===== src/rtl/mulx_pkg.sv =====
package mulx_pkg;

    typedef enum logic [1:0] {
        RSEL_LO_W  = 2'd0,
        RSEL_MID_W = 2'd1,
        RSEL_LO_D  = 2'd2,
        RSEL_HI_D  = 2'd3
    } rsel_e;

    typedef struct packed {
        logic  word;
        logic  sgn;
        rsel_e rsel;
    } mctl_t;

    typedef enum logic [1:0] {
        ST_IDLE = 2'd0,
        ST_RUN  = 2'd1,
        ST_FIN  = 2'd2
    } st_e;

    // Low three code bits select the variant; order matters for decode.
    function automatic mctl_t decode_op(input logic [2:0] idx);
        mctl_t c;
        case (idx)
            3'd0:    c = '{word: 1'b1, sgn: 1'b1, rsel: RSEL_LO_W};
            3'd1:    c = '{word: 1'b1, sgn: 1'b1, rsel: RSEL_MID_W};
            3'd2:    c = '{word: 1'b1, sgn: 1'b0, rsel: RSEL_MID_W};
            3'd3:    c = '{word: 1'b0, sgn: 1'b0, rsel: RSEL_LO_D};
            3'd4:    c = '{word: 1'b0, sgn: 1'b1, rsel: RSEL_HI_D};
            3'd5:    c = '{word: 1'b0, sgn: 1'b0, rsel: RSEL_HI_D};
            3'd6:    c = '{word: 1'b1, sgn: 1'b1, rsel: RSEL_LO_D};
            default: c = '{word: 1'b1, sgn: 1'b0, rsel: RSEL_LO_D};
        endcase
        return c;
    endfunction

endpackage


===== src/rtl/mulx_opprep.sv =====
module mulx_opprep #(
    parameter int XLEN = 64
) (
    input  logic [XLEN-1:0]  opa,
    input  logic [XLEN-1:0]  opb,
    input  mulx_pkg::mctl_t  ctl,
    output logic [XLEN-1:0]  mag_a,
    output logic [XLEN-1:0]  mag_b,
    output logic             neg
);
    localparam int HALF = XLEN / 2;

    logic [2*XLEN-1:0] src_flat;
    logic [2*XLEN-1:0] mag_flat;
    logic [1:0]        sbit;

    assign src_flat = {opb, opa};

    // One extension/magnitude unit per operand.
    for (genvar g = 0; g < 2; g++) begin : g_opnd
        logic [XLEN-1:0] src;
        logic [HALF-1:0] w;
        logic            s;
        logic [XLEN-1:0] m;

        assign src = src_flat[g*XLEN +: XLEN];
        assign w   = src[HALF-1:0];

        always_comb begin
            if (ctl.word) begin
                s = ctl.sgn & w[HALF-1];
                m = s ? {{HALF{1'b0}}, (~w + 1'b1)} : {{HALF{1'b0}}, w};
            end else begin
                s = ctl.sgn & src[XLEN-1];
                m = s ? (~src + 1'b1) : src;
            end
        end

        assign mag_flat[g*XLEN +: XLEN] = m;
        assign sbit[g] = s;
    end

    assign mag_a = mag_flat[XLEN-1:0];
    assign mag_b = mag_flat[2*XLEN-1:XLEN];
    assign neg   = sbit[0] ^ sbit[1];

endmodule


===== src/rtl/mulx_step.sv =====
module mulx_step #(
    parameter int XLEN = 64
) (
    input  logic [XLEN-1:0] hi,
    input  logic [XLEN-1:0] lo,
    input  logic [XLEN-1:0] mcand,
    output logic [XLEN-1:0] hi_n,
    output logic [XLEN-1:0] lo_n
);
    logic [XLEN:0] sum;

    // Conditional add of the multiplicand, then one right shift of {carry,hi,lo}.
    always_comb begin
        sum  = {1'b0, hi} + {1'b0, (lo[0] ? mcand : {XLEN{1'b0}})};
        hi_n = sum[XLEN:1];
        lo_n = {sum[0], lo[XLEN-1:1]};
    end

endmodule


===== src/rtl/mulx_fmt.sv =====
module mulx_fmt #(
    parameter int XLEN = 64
) (
    input  logic [XLEN-1:0]  hi,
    input  logic [XLEN-1:0]  lo,
    input  mulx_pkg::mctl_t  ctl,
    input  logic             neg,
    output logic [XLEN-1:0]  res
);
    import mulx_pkg::*;

    localparam int HALF = XLEN / 2;
    localparam int PW   = 2 * XLEN;

    logic [PW-1:0] mag;
    logic [PW-1:0] prod;

    always_comb begin
        // Word forms stop after HALF steps, leaving the product shifted up by HALF.
        if (ctl.word) begin
            mag = {{XLEN{1'b0}}, hi[HALF-1:0], lo[XLEN-1:HALF]};
        end else begin
            mag = {hi, lo};
        end
        prod = neg ? (~mag + 1'b1) : mag;
        case (ctl.rsel)
            RSEL_LO_W:  res = {{HALF{prod[HALF-1]}}, prod[HALF-1:0]};
            RSEL_MID_W: res = {{HALF{prod[XLEN-1]}}, prod[XLEN-1:HALF]};
            RSEL_LO_D:  res = prod[XLEN-1:0];
            default:    res = prod[PW-1:XLEN];
        endcase
    end

endmodule


===== src/rtl/mulx_unit.sv =====
module mulx_unit #(
    parameter int               XLEN      = 64,
    parameter int               OPC_W     = 17,
    parameter logic [OPC_W-1:0] CODE_BASE = 17'h38
) (
    input  logic             clk,
    input  logic             rst_n,
    input  logic             start,
    input  logic [OPC_W-1:0] func_code,
    input  logic [XLEN-1:0]  src_a,
    input  logic [XLEN-1:0]  src_b,
    output logic             busy,
    output logic             done,
    output logic [XLEN-1:0]  result
);
    import mulx_pkg::*;

    localparam int HALF  = XLEN / 2;
    localparam int CNT_W = $clog2(XLEN);

    typedef struct packed {
        st_e              st;
        mctl_t            ctl;
        logic             neg;
        logic [XLEN-1:0]  mcand;
        logic [XLEN-1:0]  hi;
        logic [XLEN-1:0]  lo;
        logic [CNT_W-1:0] cnt;
        logic             done;
        logic [XLEN-1:0]  res;
    } state_t;

    state_t          q, d;
    mctl_t           dec;
    logic            code_ok;
    logic [XLEN-1:0] mag_a, mag_b;
    logic            prep_neg;
    logic [XLEN-1:0] step_hi, step_lo;
    logic [XLEN-1:0] fmt_res;

    assign code_ok = (func_code[OPC_W-1:3] == CODE_BASE[OPC_W-1:3]);
    assign dec     = decode_op(func_code[2:0]);

    mulx_opprep #(.XLEN(XLEN)) u_prep (
        .opa   (src_a),
        .opb   (src_b),
        .ctl   (dec),
        .mag_a (mag_a),
        .mag_b (mag_b),
        .neg   (prep_neg)
    );

    mulx_step #(.XLEN(XLEN)) u_step (
        .hi    (q.hi),
        .lo    (q.lo),
        .mcand (q.mcand),
        .hi_n  (step_hi),
        .lo_n  (step_lo)
    );

    mulx_fmt #(.XLEN(XLEN)) u_fmt (
        .hi  (q.hi),
        .lo  (q.lo),
        .ctl (q.ctl),
        .neg (q.neg),
        .res (fmt_res)
    );

    always_comb begin
        d      = q;
        d.done = 1'b0;
        case (q.st)
            ST_IDLE: begin
                if (start && code_ok) begin
                    d.st    = ST_RUN;
                    d.ctl   = dec;
                    d.neg   = prep_neg;
                    d.mcand = mag_a;
                    d.lo    = mag_b;
                    d.hi    = '0;
                    d.cnt   = dec.word ? CNT_W'(HALF - 1) : CNT_W'(XLEN - 1);
                end
            end
            ST_RUN: begin
                d.hi = step_hi;
                d.lo = step_lo;
                if (q.cnt == '0) begin
                    d.st = ST_FIN;
                end else begin
                    d.cnt = q.cnt - 1'b1;
                end
            end
            ST_FIN: begin
                d.res  = fmt_res;
                d.done = 1'b1;
                d.st   = ST_IDLE;
            end
            default: d.st = ST_IDLE;
        endcase
    end

    always_ff @(posedge clk or negedge rst_n) begin
        if (!rst_n) begin
            q <= '{st: ST_IDLE, ctl: '0, neg: 1'b0, mcand: '0, hi: '0, lo: '0,
                   cnt: '0, done: 1'b0, res: '0};
        end else begin
            q <= d;
        end
    end

    assign busy   = (q.st != ST_IDLE);
    assign done   = q.done;
    assign result = q.res;

endmodule


===== config.mk =====
export PLATFORM = sky130hd
export DESIGN_NAME = mulx_unit
export DESIGN_NICKNAME = d
export VERILOG_FILES = /design/src/rtl/mulx_pkg.sv /design/src/rtl/mulx_opprep.sv /design/src/rtl/mulx_step.sv /design/src/rtl/mulx_fmt.sv /design/src/rtl/mulx_unit.sv
export SDC_FILE = /design/constraint.sdc
export NUM_CORES = 1
export LEC_CHECK = 0
export BUFFER_PORTS_ARGS = -buffer_cell sky130_fd_sc_hd__buf_2
export CAP_MARGIN = 20
export CORE_MARGIN = 2
export CORE_UTILIZATION = 50
export DETAILED_ROUTE_END_ITERATION = 8
export PLACE_DENSITY = 0.69
export REMOVE_ABC_BUFFERS = 1
export SYNTH_ARGS = -nofsm -noshare
export SYNTH_HDL_FRONTEND = slang
export SYNTH_SLANG_ARGS = --single-unit
export TNS_END_PERCENT = 100

===== constraint.sdc =====
create_clock -name clk -period 10.9 [get_ports clk]
set_input_delay 1.09 -clock clk [delete_from_list [all_inputs] [get_ports clk]]
set_output_delay 1.09 -clock clk [all_outputs]
set_load 0.05 [all_outputs]

After elaboration in Yosys (flattened, before gate mapping)
Index checks and enable logic that the tools add are counted.
- $add $sub $neg: 7
- equal/unequal tests: 14
- muxes and demuxes: 20
- bitwise operators: 10
- reductions and logical operators: 11
- operator list (operator ; number):
    $mux W64 ; 5
    $pmux W134 S2 ; 1
    $mux W128 ; 2
    $mux W205 ; 1
    $pmux W64 S3 ; 1
    $add A128 B1 Y128 const B ; 1
    $add A64 B1 Y64 const B ; 2
    $not A128 Y128 ; 1
    $not A64 Y64 ; 2
    $add A64 B64 Y65 ; 1
    $mux W65 ; 1
    $add A32 B1 Y32 const B ; 2
    $mux W32 ; 2
    $not A32 Y32 ; 2
    $pmux W4 S7 ; 1
    $eq A14 B3 Y1 const B ; 1
    $mux W6 ; 2
    $eq A3 B3 Y1 const B ; 3
    $eq A3 B2 Y1 const B ; 2
    $logic_not A6 Y1 ; 1
    $ne A2 B2 Y1 const B ; 3
    $reduce_and A2 Y1 ; 3
    $sub A6 B1 Y6 const B ; 1
    $and A1 B1 Y1 ; 4
    other kinds (12) ; 17
- register bits: 270
- input port bits: 148
- output and inout bits: 66
- logic and storage cells: 73

Logic depth before layout (Yosys ltp)
- depth after elaboration: 7
- gate-level depth with buffers: 20

Cells and area by module
A second synthesis with hierarchy kept.
- cell total of the unflattened synthesis: 3355
- area total of the unflattened synthesis: 27199.8 sq um
- by module, submodules not included (module ; instances ; cells each ; area each (sq um)):
    mulx_unit ; 1 ; 897 ; 11310.8
    mulx_fmt ; 1 ; 1089 ; 6866.6
    mulx_step ; 1 ; 690 ; 4748.3
    mulx_opprep ; 1 ; 679 ; 4274.1

Least setup slack after synthesis
OpenSTA, ideal clock, no wires.
- kind: register to register
- from: register q[267] (netlist bit)
- to: register q, in the netlist result[12]
- setup time: 126 ps
- data arrival time: 4753 ps
- required time: 10774 ps
- setup slack: 6021 ps
- cell stages (with the launch flop): 19
- path buffers: 9
- clock period less this slack: 4879 ps
- cell sequence: dfrtp_1 -> buf_6 -> buf_4 -> buf_2 -> buf_2 -> buf_2 -> buf_2 -> buf_2 -> buf_2 -> buf_2 -> mux2i_1 -> ha_1 -> o221ai_1 -> nor4_1 -> nand4_1 -> or3_1 -> o41ai_1 -> mux2_2 -> a221o_1
- cells in the longest elaborated chain, start to end: 5
- ends and longest elaborated chain (what ; line ; source):
    start: declaration ; mulx_unit.sv:33 ; state_t q, d;
    start signal: assignment ; mulx_unit.sv:104 ; q <= '{st: ST_IDLE, ctl: '0, neg: 1'b0, mcand: '0, hi: '0, lo: '0,
    $mux W128 (*) ; mulx_fmt.sv:20 ; if (ctl.word) begin
    $not A128 Y128 ; mulx_fmt.sv:25 ; prod = neg ? (~mag + 1'b1) : mag;
    $add A128 B1 Y128 ; mulx_fmt.sv:25 ;
    $mux W128 (*) ; mulx_fmt.sv:25 ;
    $pmux W64 S3 (*) ; mulx_fmt.sv:26 ; case (ctl.rsel)
Every way passes the cells marked *; elsewhere a longest branch is shown, timed or not.
A chain may end at the register's enable or synchronous reset.

Final worst setup path
Same ends and word-level chain as after synthesis.

==> results.cfg <==
[sta]
final.min_clock_period_ns = 5.52
tightest_slew_ns = 1.30
maxSlewViolCount = 0
hold_ws_ns = 0.471
fin_tns_setup_ns = 0
max_slew_margin_pct = 12.7
fmax_mhz = 181
rsz0062_at_grt = no
finalSetupViolations = 0
clock_skew_ns = 0.0161
hold_viol = 0
post-route-period-util_pct = 50.7

[floorplanning]
start_util_pct = 50.5
ios = 214
num_rows = 81
die_y_um = 226
die-width_um = 226
floorplan.die_area_um2 = 51100
core_area_um2 = 48800

[route]
post_drt_wl_per_cell_um = 25.8
antenna_left = 0
vias = 26076
drt_iter0_markers = 3303
wirelength_mm = 100
drcViolationCount = 0
drt_first_pass_iters = 6
via_per_inst = 6.69

[global_route]
overflow = 0
grt_pass1_vias = 24364
grt_util_all_layers_pct = 38.9
grt_pass1_wl_mm = 152
grt_max_degree = 90
antenna_found_initial = 2

[critical_path]
critical_path_buf_inv_count = 1
required_ns = 11.34
arrival_ns = 5.96
critPathTopFamily = simple AND/OR/NAND/NOR gates
crit_fanout = 70
worst_path_max_delay_cell = dfrtp_4
crit_type = flip-flop to flip-flop
slowest_delay_ns = 0.81
endpoint_kind = flip-flop
worstPathCellList = buf_4, mux2i_2, ha_1, o221ai_1, nor4_1, nand4_1, or3_1, o41ai_1, mux2_2, a221o_1
start_kind = flip-flop

[synthesis]
ys_types = 93
synth-edff-count = 0
yosysSeqAreaShare_pct = 27.3
synth_area_leaders = dfrtp_1 27%, o21ai_0 6.4%, xnor2_1 5.4%, a21oi_1 4.8%, nand2_1 4.6%
yosysWarnings = 0
ys_ff_latch = 269
async_flop_share_pct = 100
synthFlopType = dfrtp_1
synth.largest_area_cell = dfrtp_1
synth_area_um2 = 24700
avgSynthCellArea_um2 = 7.64
synth_top_cell_area_share_pct = 27.3
syn_inst = 3228

[power_and_ir_drop]
p_switching_uw = 873
combinationalPowerShare_pct = 19.3
p_clk_share_pct = 40.7
peakVddDrop_v = 0.000106
p_int_uw = 1840
p_seq_share_pct = 40.0
p_sw_share_pct = 32.2
power-per-cell-area_nw_per_um2 = 102
leakage_uw = 0.0120

[clock_network]
cts_sinks = 269
cts_resized = 0
clock_latency_ns = 0.56
cts_hold_buf = 0
cts_inserted_buffers = 35
cts_tree = yes
clk_pin_slew_ns = 0.06
h-tree-depth = 2
cts_root_buffer = clkbuf_16
cts_buffer_depth = 3
post_cts_buffers = 0

[placed_design]
io_buffers = 213
place_hpwl_mm = 75.1
routabilityCongestion = 1.05
placed_area_um2 = 25500

[cells_and_area]
n_fill_cell = 4764
layout_common_cells = 314 x o21ai_0, 304 x nand2_1, 267 x dfrtp_1
antenna_cells = 0
drive_gt1_share_pct = 11.5
finalInstanceArea_um2 = 26500
mostFrequentLayoutCell = o21ai_0
syn2layout_area_growth_pct = 7.54
postLayoutCoreUtil_pct = 54.3
num-nets-final = 3428

[hold_path]
holdCritPathClass = flip-flop to flip-flop

[status]
status = finished, final reports clean

[flow_run]
cap_violations = 0
[path summary, 6_finish.rpt]
check                        from          to  slack, ns  cells past startpoint
min reg2reg                q[219]      q[219]       0.47                      2
min                        q[219]      q[219]       0.47                      2
max reg2reg                q[267]  result[12]       5.38                     10
max                        q[267]  result[12]       5.38                     10
max in group asynchronous   rst_n      q[267]       8.78                      2
min in group asynchronous   rst_n      q[268]       0.51                      1
[per-layer routing]
layer  GRT usage, %  routed length (µm)  vias up
met5              0                   7        -
met4           14.8                3740        2
met3           7.33               10400      223
met2           57.8               42800     1476
met1           55.6               43500    12663
li1               -                   -    11712
[flip-flops by register name, indices dropped and copies added, names as in the netlist]
| register | cells |
|---|---|
| result | 64 |
| done | 1 |
| q | 204 |
[tightest hold or removal path: cells and delay by family (launching register included)]
kind | cells | cell delay (ns)
simple gates | 1 | 0.05
flops | 1 | 0.33
compound gates | 1 | 0.06
[Yosys cell counts, types with 49 or more instances]
| library cell | n |
|---|---|
| ha_1 | 69 |
| xor2_1 | 115 |
| nor4_1 | 57 |
| nor3_1 | 109 |
| o31ai_1 | 63 |
| clkbuf_1 | 201 |
| inv_1 | 56 |
| nand4_1 | 49 |
| and2_1 | 83 |
| nand2_1 | 304 |
| nor2_1 | 250 |
| dfrtp_1 | 269 |
| mux2i_1 | 73 |
| o21ai_0 | 315 |
| a22oi_1 | 63 |
| xnor2_1 | 151 |
| a21oi_1 | 235 |
| buf_4 | 65 |
| nand3_1 | 77 |
[metrics by stage]
| step | instances | setup slack (ns) | total power [µW] |
|---|---|---|---|
| after global routing | 3895 | 5.16 | 2800 |
| after global placement | 3836 | 5.80 | 1600 |
| final | 3895 | 5.38 | 2710 |
| after floorplan | 2922 | 0.344 | 1370 |
| after detailed placement | 3836 | 5.55 | 1610 |
| after CTS | 3894 | 5.55 | 2710 |
[cell families (layout without fill, tap and decap cells)]
family                     Yosys count  after routing  share of synthesized area, %
and+or+nand+nor                   1160           1160                          23.6
AOI/OAI and AO/OA                 1020           1020                          26.1
buffers and inverters              363            366                          6.68
DFF                                269            269                          27.3
xor gates and xnor gates           266            266                          9.45
muxes                               80             80                          3.29
adders and majority gates           70             70                          3.58
[power by group through the flow]
stage	sequential (µW)	clock, µW	combinational (µW)
after floorplan	1060	0	309
after global placement	1100	0	503
after detailed placement	1100	0	509
after CTS	1080	1120	511
after global routing	1080	1150	565
final	1090	1100	524
[final cells by class]
cell class	count	area [µm²]	share of cell area [%]
Clock buffer	47	961	3.62
Clock inverter	11	91.3	0.345
Inverter	57	214	0.807
Multi-Input combinational cell	2596	16300	61.5
Sequential cell	269	6740	25.4
Tap cell	664	831	3.13
Timing Repair Buffer	251	1360	5.13
Power figures use the tool's default switching activity.
